### src/rtl/csma_pkg.sv
package csma_pkg;
  typedef enum logic [1:0] {
    ACC_IDLE   = 2'd0,
    ACC_LISTEN = 2'd1,
    ACC_GRANT  = 2'd2
  } acc_state_t;

  // next value of a 16-bit Fibonacci LFSR, taps 16,14,13,11
  function automatic logic [15:0] lfsr16_next(input logic [15:0] cur);
    return {cur[14:0], cur[15] ^ cur[13] ^ cur[12] ^ cur[10]};
  endfunction
endpackage

### src/rtl/csma_band_detect.sv
module csma_band_detect #(
  parameter int LVL_W = 8,
  parameter int PER_W = 8
) (
  input  logic             clk,
  input  logic             rst,
  input  logic             ms_tick,
  input  logic [LVL_W-1:0] level_i,
  input  logic [LVL_W-1:0] thr_i,
  input  logic [PER_W-1:0] persist_i,
  output logic             band_busy_o
);
  localparam logic [PER_W-1:0] RUN_MAX = {PER_W{1'b1}};

  logic             carrier;
  logic [PER_W-1:0] run_cnt;
  logic [PER_W-1:0] run_nxt;

  assign carrier = (level_i >= thr_i);

  always_comb begin
    run_nxt = run_cnt;
    if (ms_tick && run_cnt != RUN_MAX) run_nxt = run_cnt + 1'b1;
  end

  always_ff @(posedge clk) begin
    if (rst) begin
      run_cnt     <= '0;
      band_busy_o <= 1'b0;
    end else if (!carrier) begin
      run_cnt     <= '0;
      band_busy_o <= 1'b0;
    end else begin
      run_cnt     <= run_nxt;
      band_busy_o <= (run_nxt >= persist_i);
    end
  end
endmodule

### src/rtl/csma_window_gen.sv
module csma_window_gen #(
  parameter int WIN_W     = 7,
  parameter int WIN_BASE  = 85,
  parameter int WIN_STEP  = 5,
  parameter int WIN_NUM   = 7,
  parameter logic [15:0] SEED = 16'hACE1
) (
  input  logic             clk,
  input  logic             rst,
  output logic [WIN_W-1:0] win_ms_o
);
  import csma_pkg::*;

  localparam int IDX_W = (WIN_NUM > 1) ? $clog2(WIN_NUM) : 1;
  localparam int TAB_N = 1 << IDX_W;

  logic [15:0]      lfsr;
  logic [IDX_W-1:0] raw_idx;
  logic [IDX_W-1:0] win_idx;
  logic [WIN_W-1:0] win_tab [TAB_N];

  always_ff @(posedge clk) begin
    if (rst) lfsr <= SEED;
    else     lfsr <= lfsr16_next(lfsr);
  end

  assign raw_idx = lfsr[IDX_W-1:0];

  // fold codes past the last window back into range
  always_comb begin
    if (int'(raw_idx) >= WIN_NUM) win_idx = IDX_W'(int'(raw_idx) - WIN_NUM);
    else                          win_idx = raw_idx;
  end

  for (genvar g = 0; g < TAB_N; g++) begin : g_tab
    if (g < WIN_NUM) begin : g_used
      assign win_tab[g] = WIN_W'(WIN_BASE + g * WIN_STEP);
    end else begin : g_spare
      assign win_tab[g] = WIN_W'(WIN_BASE);
    end
  end

  assign win_ms_o = win_tab[win_idx];
endmodule

### src/rtl/csma_access_fsm.sv
module csma_access_fsm #(
  parameter int WIN_W = 7,
  parameter int TMO_W = 12
) (
  input  logic             clk,
  input  logic             rst,
  input  logic             ms_tick,
  input  logic             tx_req,
  input  logic             band_busy,
  input  logic [WIN_W-1:0] win_ms,
  input  logic [TMO_W-1:0] timeout_ms,
  output logic             grant_o,
  output logic             busy_o,
  output logic             fail_evt_o
);
  import csma_pkg::*;

  acc_state_t       state;
  logic [WIN_W-1:0] win_len;
  logic [WIN_W-1:0] win_cnt;
  logic [TMO_W-1:0] tot_cnt;
  logic [TMO_W-1:0] tot_nxt;
  logic [WIN_W:0]   win_nxt;
  logic             win_done;
  logic             tmo_hit;

  always_comb begin
    tot_nxt = tot_cnt;
    if (ms_tick && tot_cnt != {TMO_W{1'b1}}) tot_nxt = tot_cnt + 1'b1;
    win_nxt  = {1'b0, win_cnt} + 1'b1;
    win_done = (state == ACC_LISTEN) && ms_tick && !band_busy &&
               (win_nxt >= {1'b0, win_len});
    // a completed window takes priority over the timeout
    tmo_hit  = (state == ACC_LISTEN) && ms_tick && !win_done &&
               (tot_nxt >= timeout_ms);
  end

  always_ff @(posedge clk) begin
    if (rst) begin
      state   <= ACC_IDLE;
      win_len <= '0;
      win_cnt <= '0;
      tot_cnt <= '0;
    end else begin
      unique case (state)
        ACC_IDLE: begin
          if (tx_req) begin
            state   <= ACC_LISTEN;
            win_len <= win_ms;
            win_cnt <= '0;
            tot_cnt <= '0;
          end
        end
        ACC_LISTEN: begin
          tot_cnt <= tot_nxt;
          if (band_busy) begin
            win_len <= win_ms;
            win_cnt <= '0;
          end else if (ms_tick) begin
            win_cnt <= win_nxt[WIN_W-1:0];
          end
          if (win_done)     state <= ACC_GRANT;
          else if (tmo_hit) state <= ACC_IDLE;
        end
        ACC_GRANT: state <= ACC_IDLE;
        default:   state <= ACC_IDLE;
      endcase
    end
  end

  assign grant_o    = (state == ACC_GRANT);
  assign busy_o     = (state == ACC_LISTEN);
  assign fail_evt_o = tmo_hit;
endmodule

### src/rtl/csma_access_ctrl.sv
module csma_access_ctrl #(
  parameter int LVL_W    = 8,
  parameter int PER_W    = 8,
  parameter int TMO_W    = 12,
  parameter int WIN_W    = 7,
  parameter int WIN_BASE = 85,
  parameter int WIN_STEP = 5,
  parameter int WIN_NUM  = 7
) (
  input  logic             clk,
  input  logic             rst,
  input  logic             ms_tick,
  input  logic [LVL_W-1:0] sig_level,
  input  logic [LVL_W-1:0] cfg_level_thr,
  input  logic [PER_W-1:0] cfg_persist_ms,
  input  logic [TMO_W-1:0] cfg_timeout_ms,
  input  logic             tx_req,
  input  logic             fail_clr,
  output logic             tx_grant,
  output logic             busy_o,
  output logic             band_busy_o,
  output logic             fail_irq
);
  logic [WIN_W-1:0] win_ms;
  logic             fail_evt;

  csma_band_detect #(.LVL_W(LVL_W), .PER_W(PER_W)) u_band (
    .clk         (clk),
    .rst         (rst),
    .ms_tick     (ms_tick),
    .level_i     (sig_level),
    .thr_i       (cfg_level_thr),
    .persist_i   (cfg_persist_ms),
    .band_busy_o (band_busy_o)
  );

  csma_window_gen #(
    .WIN_W(WIN_W), .WIN_BASE(WIN_BASE), .WIN_STEP(WIN_STEP), .WIN_NUM(WIN_NUM)
  ) u_win (
    .clk      (clk),
    .rst      (rst),
    .win_ms_o (win_ms)
  );

  csma_access_fsm #(.WIN_W(WIN_W), .TMO_W(TMO_W)) u_fsm (
    .clk        (clk),
    .rst        (rst),
    .ms_tick    (ms_tick),
    .tx_req     (tx_req),
    .band_busy  (band_busy_o),
    .win_ms     (win_ms),
    .timeout_ms (cfg_timeout_ms),
    .grant_o    (tx_grant),
    .busy_o     (busy_o),
    .fail_evt_o (fail_evt)
  );

  // set has priority over clear
  always_ff @(posedge clk) begin
    if (rst)           fail_irq <= 1'b0;
    else if (fail_evt) fail_irq <= 1'b1;
    else if (fail_clr) fail_irq <= 1'b0;
  end
endmodule

### config.mk
export PLATFORM = sky130hd
export DESIGN_NAME = csma_access_ctrl
export DESIGN_NICKNAME = d
export VERILOG_FILES = /design/src/rtl/csma_pkg.sv /design/src/rtl/csma_band_detect.sv /design/src/rtl/csma_window_gen.sv /design/src/rtl/csma_access_fsm.sv /design/src/rtl/csma_access_ctrl.sv
export SDC_FILE = /design/constraint.sdc
export NUM_CORES = 1
export LEC_CHECK = 0
export BUFFER_PORTS_ARGS = -buffer_cell sky130_fd_sc_hd__buf_4
export CORE_ASPECT_RATIO = 0.7
export CORE_UTILIZATION = 55
export DETAILED_ROUTE_END_ITERATION = 7
export PLACE_DENSITY = 0.88
export SYNTH_ARGS = -nofsm -noshare
export SYNTH_HDL_FRONTEND = slang
export SYNTH_SLANG_ARGS = --single-unit
### constraint.sdc
create_clock -name clk -period 3.4 [get_ports clk]
set_input_delay 0 -clock clk [delete_from_list [all_inputs] [get_ports clk]]
set_output_delay 0 -clock clk [all_outputs]
set_load 0.01 [all_outputs]
==> impl_metrics.py <==
metrics = {
    "sta": {
        "holdWs_ps": 45.4,
        "worst_slack_ps": 248,
        "period_needed_ps": 3150,
        "clock.fmax_ghz": 0.317,
        "rsz0062_at_grt": "false",
        "finClkSkew_ps": 9.43,
        "period_share_pct": 92.7,
        "slew_headroom_pct": 42.5,
        "setup_viol": 0,
        "finalHoldViolCount": 0,
        "report.final.slew_viol_count": 0,
        "tns_ps": 0,
        "tightest_slew_ps": 863,
    },
    "synth": {
        "synth_warnings": 0,
        "synth_enable_flop_cells": 0,
        "yosysUniqueCellTypes": 49,
        "ys_seq_area_share_pct": 31.7,
        "syn_area_per_cell_um2": 8.42,
        "netlist_area_um2": 3410,
        "synth_top_cell_by_area": "dfxtp_1",
        "synth.ff_latch_count": 54,
        "synth_top_area_share_pct": 31.7,
        "synthCells": 405,
        "synth_top_flop_cell": "dfxtp_1",
        "async_reset_ff_share_pct": 0,
        "synth.top_cells.by_area": "dfxtp_1 (32%), ha_1 (16%), inv_1 (4.2%)",
        "syn-num-nets": 489,
    },
    "job": {
        "max-cap-violations": 0,
    },
    "route": {
        "viasPerCell": 5.62,
        "vias": 2930,
        "drt-wirelength-per-cell_um": 13.6,
        "first_iter_violations": 183,
        "totalWireLength_mm": 7.09,
        "drt_pass1_iterations": 4,
        "drc_errors": 0,
        "ant_nets": 0,
    },
    "final_layout": {
        "nFillCells": 493,
        "layout-drive-gt1-share_pct": 14.8,
        "antenna_cells": 0,
        "fin_area_um2": 3860,
        "nets": 529,
        "mostFrequentLayoutCells": "dfxtp_1 (54), buf_4 (44), ha_1 (43), inv_1 (38), nand2_1 (32)",
        "area_growth_pct": 13.3,
        "layout_commonest_cell": "dfxtp_1",
    },
    "setup_path": {
        "required_ps": 3620,
        "cp-start-kind": "flop",
        "critPathArrivalTime_ps": 3370,
        "worstSetupPathType": "flop to flop",
        "crit_fanout": 15,
        "endpoint_kind": "flop",
    },
    "global_route": {
        "grt_pass1_vias": 2761,
        "grt_max_degree": 38,
        "grt_pass1_wl_mm": 12.1,
        "grt-ovfl-total": 0,
        "grt.total_usage_pct": 23.8,
        "antenna_found_initial": 0,
    },
    "pwr": {
        "irDropWorstVdd_v": 0.000255,
        "p_leak_nw": 1.78,
        "p_total_mw": 1.39,
        "p_per_area_nw_per_um2": 359,
    },
    "cts": {
        "cts.repair.resized": 0,
        "clock-root-buffer": "clkbuf_8",
        "clk_pin_slew_worst_paths_ps": 100,
        "cts_buffer_depth": 2,
        "h-tree-depth": 2,
        "numCtsBuffers": 5,
        "holdBufCountCts": 0,
        "cts_tree": "done",
        "post_cts_buffers": 0,
        "cts_sinks": 54,
        "clkLatencyLatePin_ps": 320,
    },
    "place": {
        "port_buffers": 44,
        "place_congestion": 0.885,
        "dp_slack_ps": 333,
        "dp_hpwl_mm": 5.43,
        "placed_area_um2": 3770,
    },
    "floorplan": {
        "num_rows": 23,
        "ios": 45,
        "core_area_um2": 5840,
        "die_x_um": 96.1,
        "initial_core_util_pct": 58.3,
        "die_y_um": 67.9,
        "die-area_um2": 6520,
    },
    "run_status": {
        "status": "finished, final reports clean",
    },
    "hold_path": {
        "hp-class": "input pin to flop",
    },
}
==> metrics by stage <==
stage,utilization (%),std cells
after floorplan,-,405
after global placement,64.6,513
after detailed placement,64.6,513
after CTS,66.1,521
after global routing,66.1,521
final,66.1,521
==> metal layers <==
metal | wire, um | GRT usage (%)
met1 | 3380 | 31.6
met2 | 3220 | 39.8
met3 | 428 | 4.78
met4 | 58 | 5.97
met5 | 0 | 0
==> registers in the layout (all words and copies together), names as in the netlist <==
signal	count
u_win.lfsr	16
u_fsm.tot_cnt	12
u_band.run_cnt	8
u_fsm.win_cnt	7
u_fsm.win_len	7
u_fsm.state	2
fail_irq	1
u_band.band_busy_o	1
==> cell type report <==
class / instances / area, um^2 / area share (%)
clock buffer: 6 / 72.6 / 1.88
timing repair buffer: 44 / 330 / 8.55
sequential: 54 / 1080 / 28.0
tap: 75 / 93.8 / 2.43
clock inverter: 2 / 17.5 / 0.454
multi-input combinational: 302 / 2120 / 55.0
inverter: 38 / 143 / 3.69
==> worst max-delay path, stage by stage, from the launching register on <==
cell and delay [ps]:
dfxtp_1 370, ha_1 310, and3_1 270, a41oi_4 440
and2_1 260, nand2_1 100, xnor2_1 150, ha_1 200
a211oi_1 200, o21ai_0 120, a21oi_1 140, o21ai_0 180
a32o_1 310
==> power breakdown <==
part           internal, mW  total [mW]  switching, mW  leakage, nW
Combinational         0.148       0.317          0.169         1.30
Clock                 0.150       0.372          0.222       0.0458
Sequential            0.668       0.696         0.0285        0.442
Total                 0.966        1.39          0.420         1.78
==> cells in the mapped netlist, types with 2 or more instances <==
master	instances
clkbuf_1	7
nor3b_1	8
nand2_1	32
and2_1	5
xor2_1	10
inv_1	38
nor2_1	29
or2_2	8
nand4_1	4
xnor2_1	16
ha_1	43
a31oi_1	6
o21a_1	3
a211o_1	2
o2111ai_1	3
nand2b_1	6
and3_1	7
nand3_1	12
or3_1	4
o31ai_1	3
a21o_1	5
nor3_1	7
a211oi_1	6
mux2i_1	3
o21ai_1	2
o21ai_0	19
o211ai_1	2
mux2_2	4
a21oi_1	24
o22ai_1	3
dfxtp_1	54
buf_6	2
nor2b_1	12
==> cells by family after synthesis <==
logic type / after synthesis / synth area share [%]
compound gates: 87 / 16.7
xor+xnor: 26 / 6.68
fa+ha+maj: 43 / 15.8
buf+inv: 49 / 5.95
flops: 54 / 31.7
mux: 7 / 2.20
simple gates: 139 / 21.0
==> worst paths after layout <==
check | slack [ps] | from | cells past startpoint | end
hold reg to reg | 420 | u_win.lfsr[6] | 1 | u_win.lfsr[7]
setup reg to reg | 250 | u_fsm.tot_cnt[0] | 12 | fail_irq
hold / removal | 50 | fail_clr | 3 | fail_irq
setup / recovery | 250 | u_fsm.tot_cnt[0] | 12 | fail_irq
(Power assumes the default switching activity.)
